**config.mk**
```make
export PLATFORM = sky130hd
export DESIGN_NAME = wpt_timer
export DESIGN_NICKNAME = d
export VERILOG_FILES = /design/src/rtl/wpt_pkg.sv /design/src/rtl/wpt_counter.sv /design/src/rtl/wpt_cmp.sv /design/src/rtl/wpt_timer.sv
export SDC_FILE = /design/constraint.sdc
export NUM_CORES = 1
export LEC_CHECK = 0
export ABC_AREA = 1
export BUFFER_PORTS_ARGS = -buffer_cell sky130_fd_sc_hd__clkbuf_2
export CAP_MARGIN = 25
export CORE_MARGIN = 2
export CORE_UTILIZATION = 50
export DETAILED_ROUTE_END_ITERATION = 7
export PLACE_DENSITY = 0.74
export SLEW_MARGIN = 10
export SYNTH_ARGS = -nofsm -noshare
export SYNTH_HDL_FRONTEND = slang
export SYNTH_SLANG_ARGS = --single-unit
```
**constraint.sdc**
```tcl
create_clock -name clk -period 2.5 [get_ports clk]
set_input_delay 0.25 -clock clk [delete_from_list [all_inputs] [get_ports clk]]
set_output_delay 0.25 -clock clk [all_outputs]
set_load 0.01 [all_outputs]
```
**src/rtl/wpt_pkg.sv**
```systemverilog
package wpt_pkg;

   typedef enum logic {WAVE_SAW = 1'b0, WAVE_TRI = 1'b1} wave_e;

   // field order fixes the bit positions software uses (bit0 = wave)
   typedef struct packed {
      logic  run;
      logic  buf_b;
      logic  buf_a;
      logic  down;
      wave_e wave;
   } wpt_ctrl_t;

   localparam int CTRL_W = $bits(wpt_ctrl_t);

   localparam logic [1:0] ADR_CTRL = 2'd0;
   localparam logic [1:0] ADR_PRD  = 2'd1;
   localparam logic [1:0] ADR_CMPA = 2'd2;

endpackage

```
**src/rtl/wpt_counter.sv**
```systemverilog
module wpt_counter
   import wpt_pkg::*;
#(
   parameter int CW = 16
) (
   input  logic          clk,
   input  logic          rst_n,
   input  logic          run,
   input  wave_e         wave,
   input  logic          down,
   input  logic [CW-1:0] prd,
   output logic [CW-1:0] cnt,
   output logic          going_up,
   output logic          start,
   output logic          xfer
);

   logic tri_up;
   logic saw_wrap, saw_reload, tri_peak, tri_floor;

   assign saw_wrap   = run && (wave == WAVE_SAW) && !down && (cnt >= prd);
   assign saw_reload = run && (wave == WAVE_SAW) &&  down && (cnt == '0);
   assign tri_peak   = run && (wave == WAVE_TRI) && tri_up && (cnt >= prd);
   assign tri_floor  = run && (wave == WAVE_TRI) && (cnt == '0);
   assign xfer       = saw_wrap | saw_reload | tri_peak | tri_floor;

   assign going_up = (wave == WAVE_TRI) ? tri_up : !down;
   assign start    = run && ((wave == WAVE_SAW && down) ? (cnt == prd) : (cnt == '0));

   always_ff @(posedge clk or negedge rst_n) begin
      if (!rst_n) begin
         cnt    <= '0;
         tri_up <= 1'b1;
      end else if (run) begin
         if (wave == WAVE_SAW) begin
            tri_up <= 1'b1;
            if (!down) cnt <= (cnt >= prd) ? '0 : cnt + 1'b1;
            else       cnt <= (cnt == '0) ? prd : cnt - 1'b1;
         end else if (prd == '0) begin
            cnt    <= '0;
            tri_up <= 1'b1;
         end else if (tri_up) begin
            if (cnt >= prd) begin
               cnt    <= prd - 1'b1;
               tri_up <= 1'b0;
            end else begin
               cnt <= cnt + 1'b1;
            end
         end else begin
            if (cnt == '0) begin
               cnt    <= {{(CW-1){1'b0}}, 1'b1};
               tri_up <= 1'b1;
            end else if (cnt == {{(CW-1){1'b0}}, 1'b1}) begin
               cnt    <= '0;
               tri_up <= 1'b1;
            end else begin
               cnt <= cnt - 1'b1;
            end
         end
      end
   end


   saw_wrap_chk: assert property (@(posedge clk) disable iff (!rst_n)
      (run && wave == WAVE_SAW && !down && cnt == prd) |=> (cnt == '0));


   saw_reload_chk: assert property (@(posedge clk) disable iff (!rst_n)
      (run && wave == WAVE_SAW && down && cnt == '0) |=> (cnt == $past(prd)));


   tri_peak_chk: assert property (@(posedge clk) disable iff (!rst_n)
      (run && wave == WAVE_TRI && tri_up && cnt == prd && prd > 1) |=>
         (cnt == $past(prd) - 1'b1 && !going_up));

endmodule

```
**src/rtl/wpt_cmp.sv**
```systemverilog
module wpt_cmp
   import wpt_pkg::*;
#(
   parameter int CW = 16
) (
   input  logic          clk,
   input  logic          rst_n,
   input  logic          run,
   input  wave_e         wave,
   input  logic          going_up,
   input  logic          start,
   input  logic          xfer,
   input  logic [CW-1:0] cnt,
   input  logic          buf_en,
   input  logic          wr,
   input  logic [CW-1:0] wr_data,
   output logic [CW-1:0] act,
   output logic          out
);

   logic [CW-1:0] shadow;
   logic          match;

   always_ff @(posedge clk or negedge rst_n) begin
      if (!rst_n) begin
         shadow <= '0;
         act    <= '0;
      end else if (buf_en) begin
         if (xfer) act    <= shadow;
         if (wr)   shadow <= wr_data;
      end else if (wr) begin
         shadow <= wr_data;
         act    <= wr_data;
      end
   end

   assign match = run && (cnt == act);

   always_ff @(posedge clk or negedge rst_n) begin
      if (!rst_n)                        out <= 1'b0;
      else if (match && wave == WAVE_TRI) out <= !going_up;
      else if (match)                     out <= 1'b0;
      else if (start)                     out <= 1'b1;
   end

   // R8 (active value moves only at a boundary or a direct write)
   cmp_hold_chk: assert property (@(posedge clk) disable iff (!rst_n)
      (!xfer && !wr) |=> $stable(act));


   cmp_old_buf_chk: assert property (@(posedge clk) disable iff (!rst_n)
      (xfer && buf_en) |=> (act == $past(shadow)));


   saw_clear_chk: assert property (@(posedge clk) disable iff (!rst_n)
      (match && wave == WAVE_SAW) |=> !out);

endmodule

```
**src/rtl/wpt_timer.sv**
```systemverilog
module wpt_timer
   import wpt_pkg::*;
#(
   parameter int            CW      = 16,
   parameter logic [CW-1:0] PRD_RST = '1
) (
   input  logic          clk,
   input  logic          rst_n,
   input  logic          wr_en,
   input  logic [1:0]    wr_addr,
   input  logic [CW-1:0] wr_data,
   input  logic          prd_lock,
   output logic          pwm_a,
   output logic          pwm_b,
   output logic [CW-1:0] cnt_out,
   output logic [CW-1:0] prd_out,
   output logic [CW-1:0] cmp_a_out,
   output logic [CW-1:0] cmp_b_out
);

   localparam int NCH = 2;

   if (CW < CTRL_W || CW > 32) begin : g_bad_width
      $error("wpt_timer: CW must lie between the control width and 32");
   end

   wpt_ctrl_t     ctrl;
   logic [CW-1:0] prd;
   logic [CW-1:0] cnt;
   logic          going_up, start, xfer;
   logic [CW-1:0] act_w [NCH];
   logic          out_w [NCH];

   always_ff @(posedge clk or negedge rst_n) begin
      if (!rst_n) begin
         ctrl <= '0;
         prd  <= PRD_RST;
      end else if (wr_en) begin
         if (wr_addr == ADR_CTRL)             ctrl <= wpt_ctrl_t'(wr_data[CTRL_W-1:0]);
         if (wr_addr == ADR_PRD && !prd_lock) prd  <= wr_data;
      end
   end

   wpt_counter #(.CW(CW)) u_cnt (
      .clk(clk), .rst_n(rst_n), .run(ctrl.run), .wave(ctrl.wave),
      .down(ctrl.down), .prd(prd), .cnt(cnt), .going_up(going_up),
      .start(start), .xfer(xfer)
   );

   for (genvar i = 0; i < NCH; i++) begin : g_ch
      logic sel, ben;
      assign sel = wr_en && (wr_addr == ADR_CMPA + 2'(i));
      assign ben = (i == 0) ? ctrl.buf_a : ctrl.buf_b;
      wpt_cmp #(.CW(CW)) u_cmp (
         .clk(clk), .rst_n(rst_n), .run(ctrl.run), .wave(ctrl.wave),
         .going_up(going_up), .start(start), .xfer(xfer), .cnt(cnt),
         .buf_en(ben), .wr(sel), .wr_data(wr_data),
         .act(act_w[i]), .out(out_w[i])
      );
   end

   assign pwm_a     = out_w[0];
   assign pwm_b     = out_w[1];
   assign cmp_a_out = act_w[0];
   assign cmp_b_out = act_w[1];
   assign cnt_out   = cnt;
   assign prd_out   = prd;


   prd_lock_chk: assert property (@(posedge clk) disable iff (!rst_n)
      prd_lock |=> $stable(prd));

endmodule

```
==> results.txt <==
----------------------------------------------------
[Power]
  Maximum VDD drop ... 0.564 mV
  Power per Cell Area ... 1170 nW/um^2
  Leakage ... 4.24 nW
  PnR Total Power ... 0.00997 W

[Clock network]
  Post-CTS setup buffers ... 0
  Clock-pin slew reported for the worst setup and hold paths after clock tree synthesis ... 0.08 ns
  Clock tree root driver cell ... sky130_fd_sc_hd__clkbuf_16
  Max clock buf depth ... 2
  Later-pin clock latency in the skew report ... 0.35 ns
  Htree depth ... 3
  CTS tree ... done
  Clock buffer count from CTS ... 9
  Number of sinks handled by clock tree synthesis ... 104

[Cells and area]
  Number of standard cells in the layout, taps in and fillers out ... 1313
  Number of nets in the layout ... 1172
  Share of cells above drive strength 1 ... 21.7%
  Antenna fix cells ... 0
  Layout area overhead ... 19.4%
  Post-route design area ... 8540 um^2

[GRT]
  First-pass GRT wire length ... 35900 um
  Number of global-route vias before repair ... 6802
  Overall global routing resource usage ... 31.1%
  Pin count of the biggest net entering global routing ... 47
  Overflow left after global routing ... 0
  Number of antenna violations at the first check in global routing ... 0

[Die]
  Vert. Die Dim ... 124 um
  Standard cell core area ... 13900 um^2
  Die width ... 124 um
  Initial Util ... 51.3%
  IO Pins ... 88
  Die area ... 15300 um^2
  Number of rows in the core area ... 43

[Timing]
  Shortest clock period the worst path allows after layout ... 2.42 ns
  Actual slew at the worst max-slew pin ... 0.726 ns
  Headroom to the max-slew limit ... 51.5%
  Accumulated negative setup slack ... 0 ns
  Pins Over Slew Limit ... 0
  Total of endpoints with negative setup slack in the final report ... 0
  Crit share post-route ... 97.0%
  Final worst hold slack ... 0.206 ns
  Peak clock frequency supported by timing ... 0.413 GHz
  Worst setup skew after layout ... 0.00951 ns
  Final hold violations ... 0

[Route]
  Vias per std cell ... 5.66
  Remaining routing DRC violations ... 0
  Detailed-routing iteration count for the pre-antenna-repair pass ... 5
  Per-cell routed wire length ... 17.6 um
  Initial drt markers ... 704
  Post-Route WL ... 23100 um
  Remaining number of nets flagged by the antenna check after routing ... 0
  DR vias ... 7431

[Place]
  Placed cell count ... 1295
  Placer's final routability congestion estimate ... 0.985
  Placed standard-cell area ... 8040 um^2
  Sum of net half-perimeters after detailed placement ... 17100 um
  Port Buffer Count ... 87

[Worst hold path]
  Kind of path behind the tightest hold check ... input port to flip-flop
  Hold-critical path depth ... 3

[Logic synthesis]
  Netlist Area Pre-Place ... 7150 um^2
  Cell count after synthesis ... 1012
  Cell type with the largest total area after synthesis ... sky130_fd_sc_hd__dfrtp_1
  Synthesized netlist net count ... 1056
  Netlist cell types ... 38
  Part of the Yosys area used for sequential elements ... 36.7%
  #FFs+latches synth ... 104
  Warnings, synthesis ... 0
  Share of the synthesized area in the top cell type ... 30.5%
  Top-count cell post-synth ... sky130_fd_sc_hd__nand2_1
  Top cells by area in the synthesized netlist ... sky130_fd_sc_hd__dfrtp_1, sky130_fd_sc_hd__nand2_1, sky130_fd_sc_hd__o21ai_0
  Top flip-flop cell by instance count after synthesis ... sky130_fd_sc_hd__dfrtp_1
  Number of flops mapped to enable cells by yosys ... 0
  Fraction of synthesis flops using an asynchronous set or reset pin ... 100%
  Commonest cells in the netlist ... sky130_fd_sc_hd__nand2_1, sky130_fd_sc_hd__o21ai_0, sky130_fd_sc_hd__nand3_1, sky130_fd_sc_hd__dfrtp_1, sky130_fd_sc_hd__inv_1
  Post-Syn Area per Cell ... 7.06 um^2

[Setup path]
  Worst reg2reg path depth ... 13
  Startpoint kind of the worst setup timing path ... flip-flop
  Kind of end point of the critical path ... flip-flop
  Crit path kind ... flip-flop to flip-flop
  Critical path data arrival time ... 2.67 ns
  CP required ... 2.75 ns
  Crit path max fanout ... 8

[Run status]
  Status ... finished, final reports clean

[Flow run]
  Max-capacitance violation count ... 0

----------------------------------------------------
## worst max-delay path: stages, from the launching register on
cell	delay, ns
sky130_fd_sc_hd__dfstp_2	0.56
sky130_fd_sc_hd__inv_1	0.06
sky130_fd_sc_hd__ha_1	0.26
sky130_fd_sc_hd__nand2_1	0.08
sky130_fd_sc_hd__nor2_1	0.06
sky130_fd_sc_hd__nand2_1	0.12
sky130_fd_sc_hd__o21ai_2	0.09
sky130_fd_sc_hd__nor2_4	0.20
sky130_fd_sc_hd__nand2_4	0.10
sky130_fd_sc_hd__a21oi_4	0.26
sky130_fd_sc_hd__nand3_4	0.17
sky130_fd_sc_hd__clkbuf_16	0.21
sky130_fd_sc_hd__nand3_1	0.07
sky130_fd_sc_hd__nand2_1	0.07
## through the flow
stage | utilization, % | worst slack (ns)
floorplan | - | 0.115
global placement | 57.7 | 0.0203
detailed placement | 57.7 | -0.0419
CTS | 60.0 | 0.0424
global route | 61.3 | -0.0213
finish | 61.3 | 0.0761
## final timing paths
| check | from | to | slack [ns] |
|---|---|---|---|
| setup / recovery | prd_out[2]$_DFFE_PN1P_ | g_ch[1].u_cmp.act[12]$_DFFE_PN0P_ | 0.08 |
| hold reg to reg | g_ch[0].u_cmp.shadow[9]$_DFFE_PN0P_ | g_ch[0].u_cmp.shadow[9]$_DFFE_PN0P_ | 0.49 |
| hold / removal | wr_data[6] | prd_out[6]$_DFFE_PN1P_ | 0.21 |
| min in group asynchronous | rst_n | u_cnt.cnt[15]$_DFFE_PN0P_ | 0.47 |
| setup reg to reg | prd_out[2]$_DFFE_PN1P_ | g_ch[1].u_cmp.act[12]$_DFFE_PN0P_ | 0.08 |
| max in group asynchronous | rst_n | prd_out[2]$_DFFE_PN1P_ | 1.32 |
## routing by layer
metal	routed length, um	vias up	GRT usage, %
met2	10700	359	49.3
met5	0	-	0
met3	1920	81	4.80
met1	9470	3464	42.3
met4	992	0	12.9
li1	-	3527	-
## layout by cell type, fill, tap and decap left out, drive strengths merged, types with 2 or more instances in the layout
cell / synthesis / layout
o2111ai: 3 / 3
o21ai: 138 / 138
a21oi: 25 / 25
nand3: 106 / 106
nand2: 327 / 327
clkinv: 3 / 5
or2: 3 / 3
o22ai: 5 / 5
dfstp: 17 / 17
o211ai: 2 / 2
buf: 15 / 59
clkbuf: 27 / 98
dfrtp: 87 / 87
nor4: 3 / 3
ha: 22 / 22
inv: 82 / 84
a21o: 2 / 2
xnor2: 9 / 9
nor3: 12 / 12
nand3b: 3 / 3
xor2: 33 / 33
nand4: 6 / 6
nor2: 80 / 80
## final cells by class
cell class,instances,area (um^2)
fillers,1283,5400
repair buffers,147,937
flip-flops and latches,104,2620
clock buffers,11,253
inverters,85,319
multi-input cells,781,4130
clock inverters,5,47.5
well taps,180,225
## sequential cells by signal, summed over array words and instances, names as in the netlist
signal             flops
u_cnt.cnt             16
g_ch.u_cmp.out         2
ctrl                   3
prd_out               16
g_ch.ben               2
g_ch.u_cmp.act        32
u_cnt.tri_up           1
g_ch.u_cmp.shadow     32
## cells by family (layout without fill, tap and decap cells)
logic type,Yosys count,in the layout,synth area share (%)
simple gates,540,540,33.7
compound gates,177,177,13.1
buf+inv,127,248,7.49
flops,104,104,36.7
xor+xnor,42,42,5.15
fa+ha+maj,22,22,3.85
## power breakdown
group          total [W]  internal (W)  leakage, nW  switching, W
logic            0.00575       0.00212         2.82       0.00363
registers        0.00278       0.00222         1.27      0.000565
clock network    0.00144      0.000749        0.146      0.000694
## timing repair
item                       in CTS  in global routing
setup endpoints to repair       6                 43
hold buffers                    1                  0
resized for setup               1                 22
hold endpoints to repair       34                  0
gates cloned                    0                  1
pin swaps                       0                  8
(Power assumes the default switching activity.)
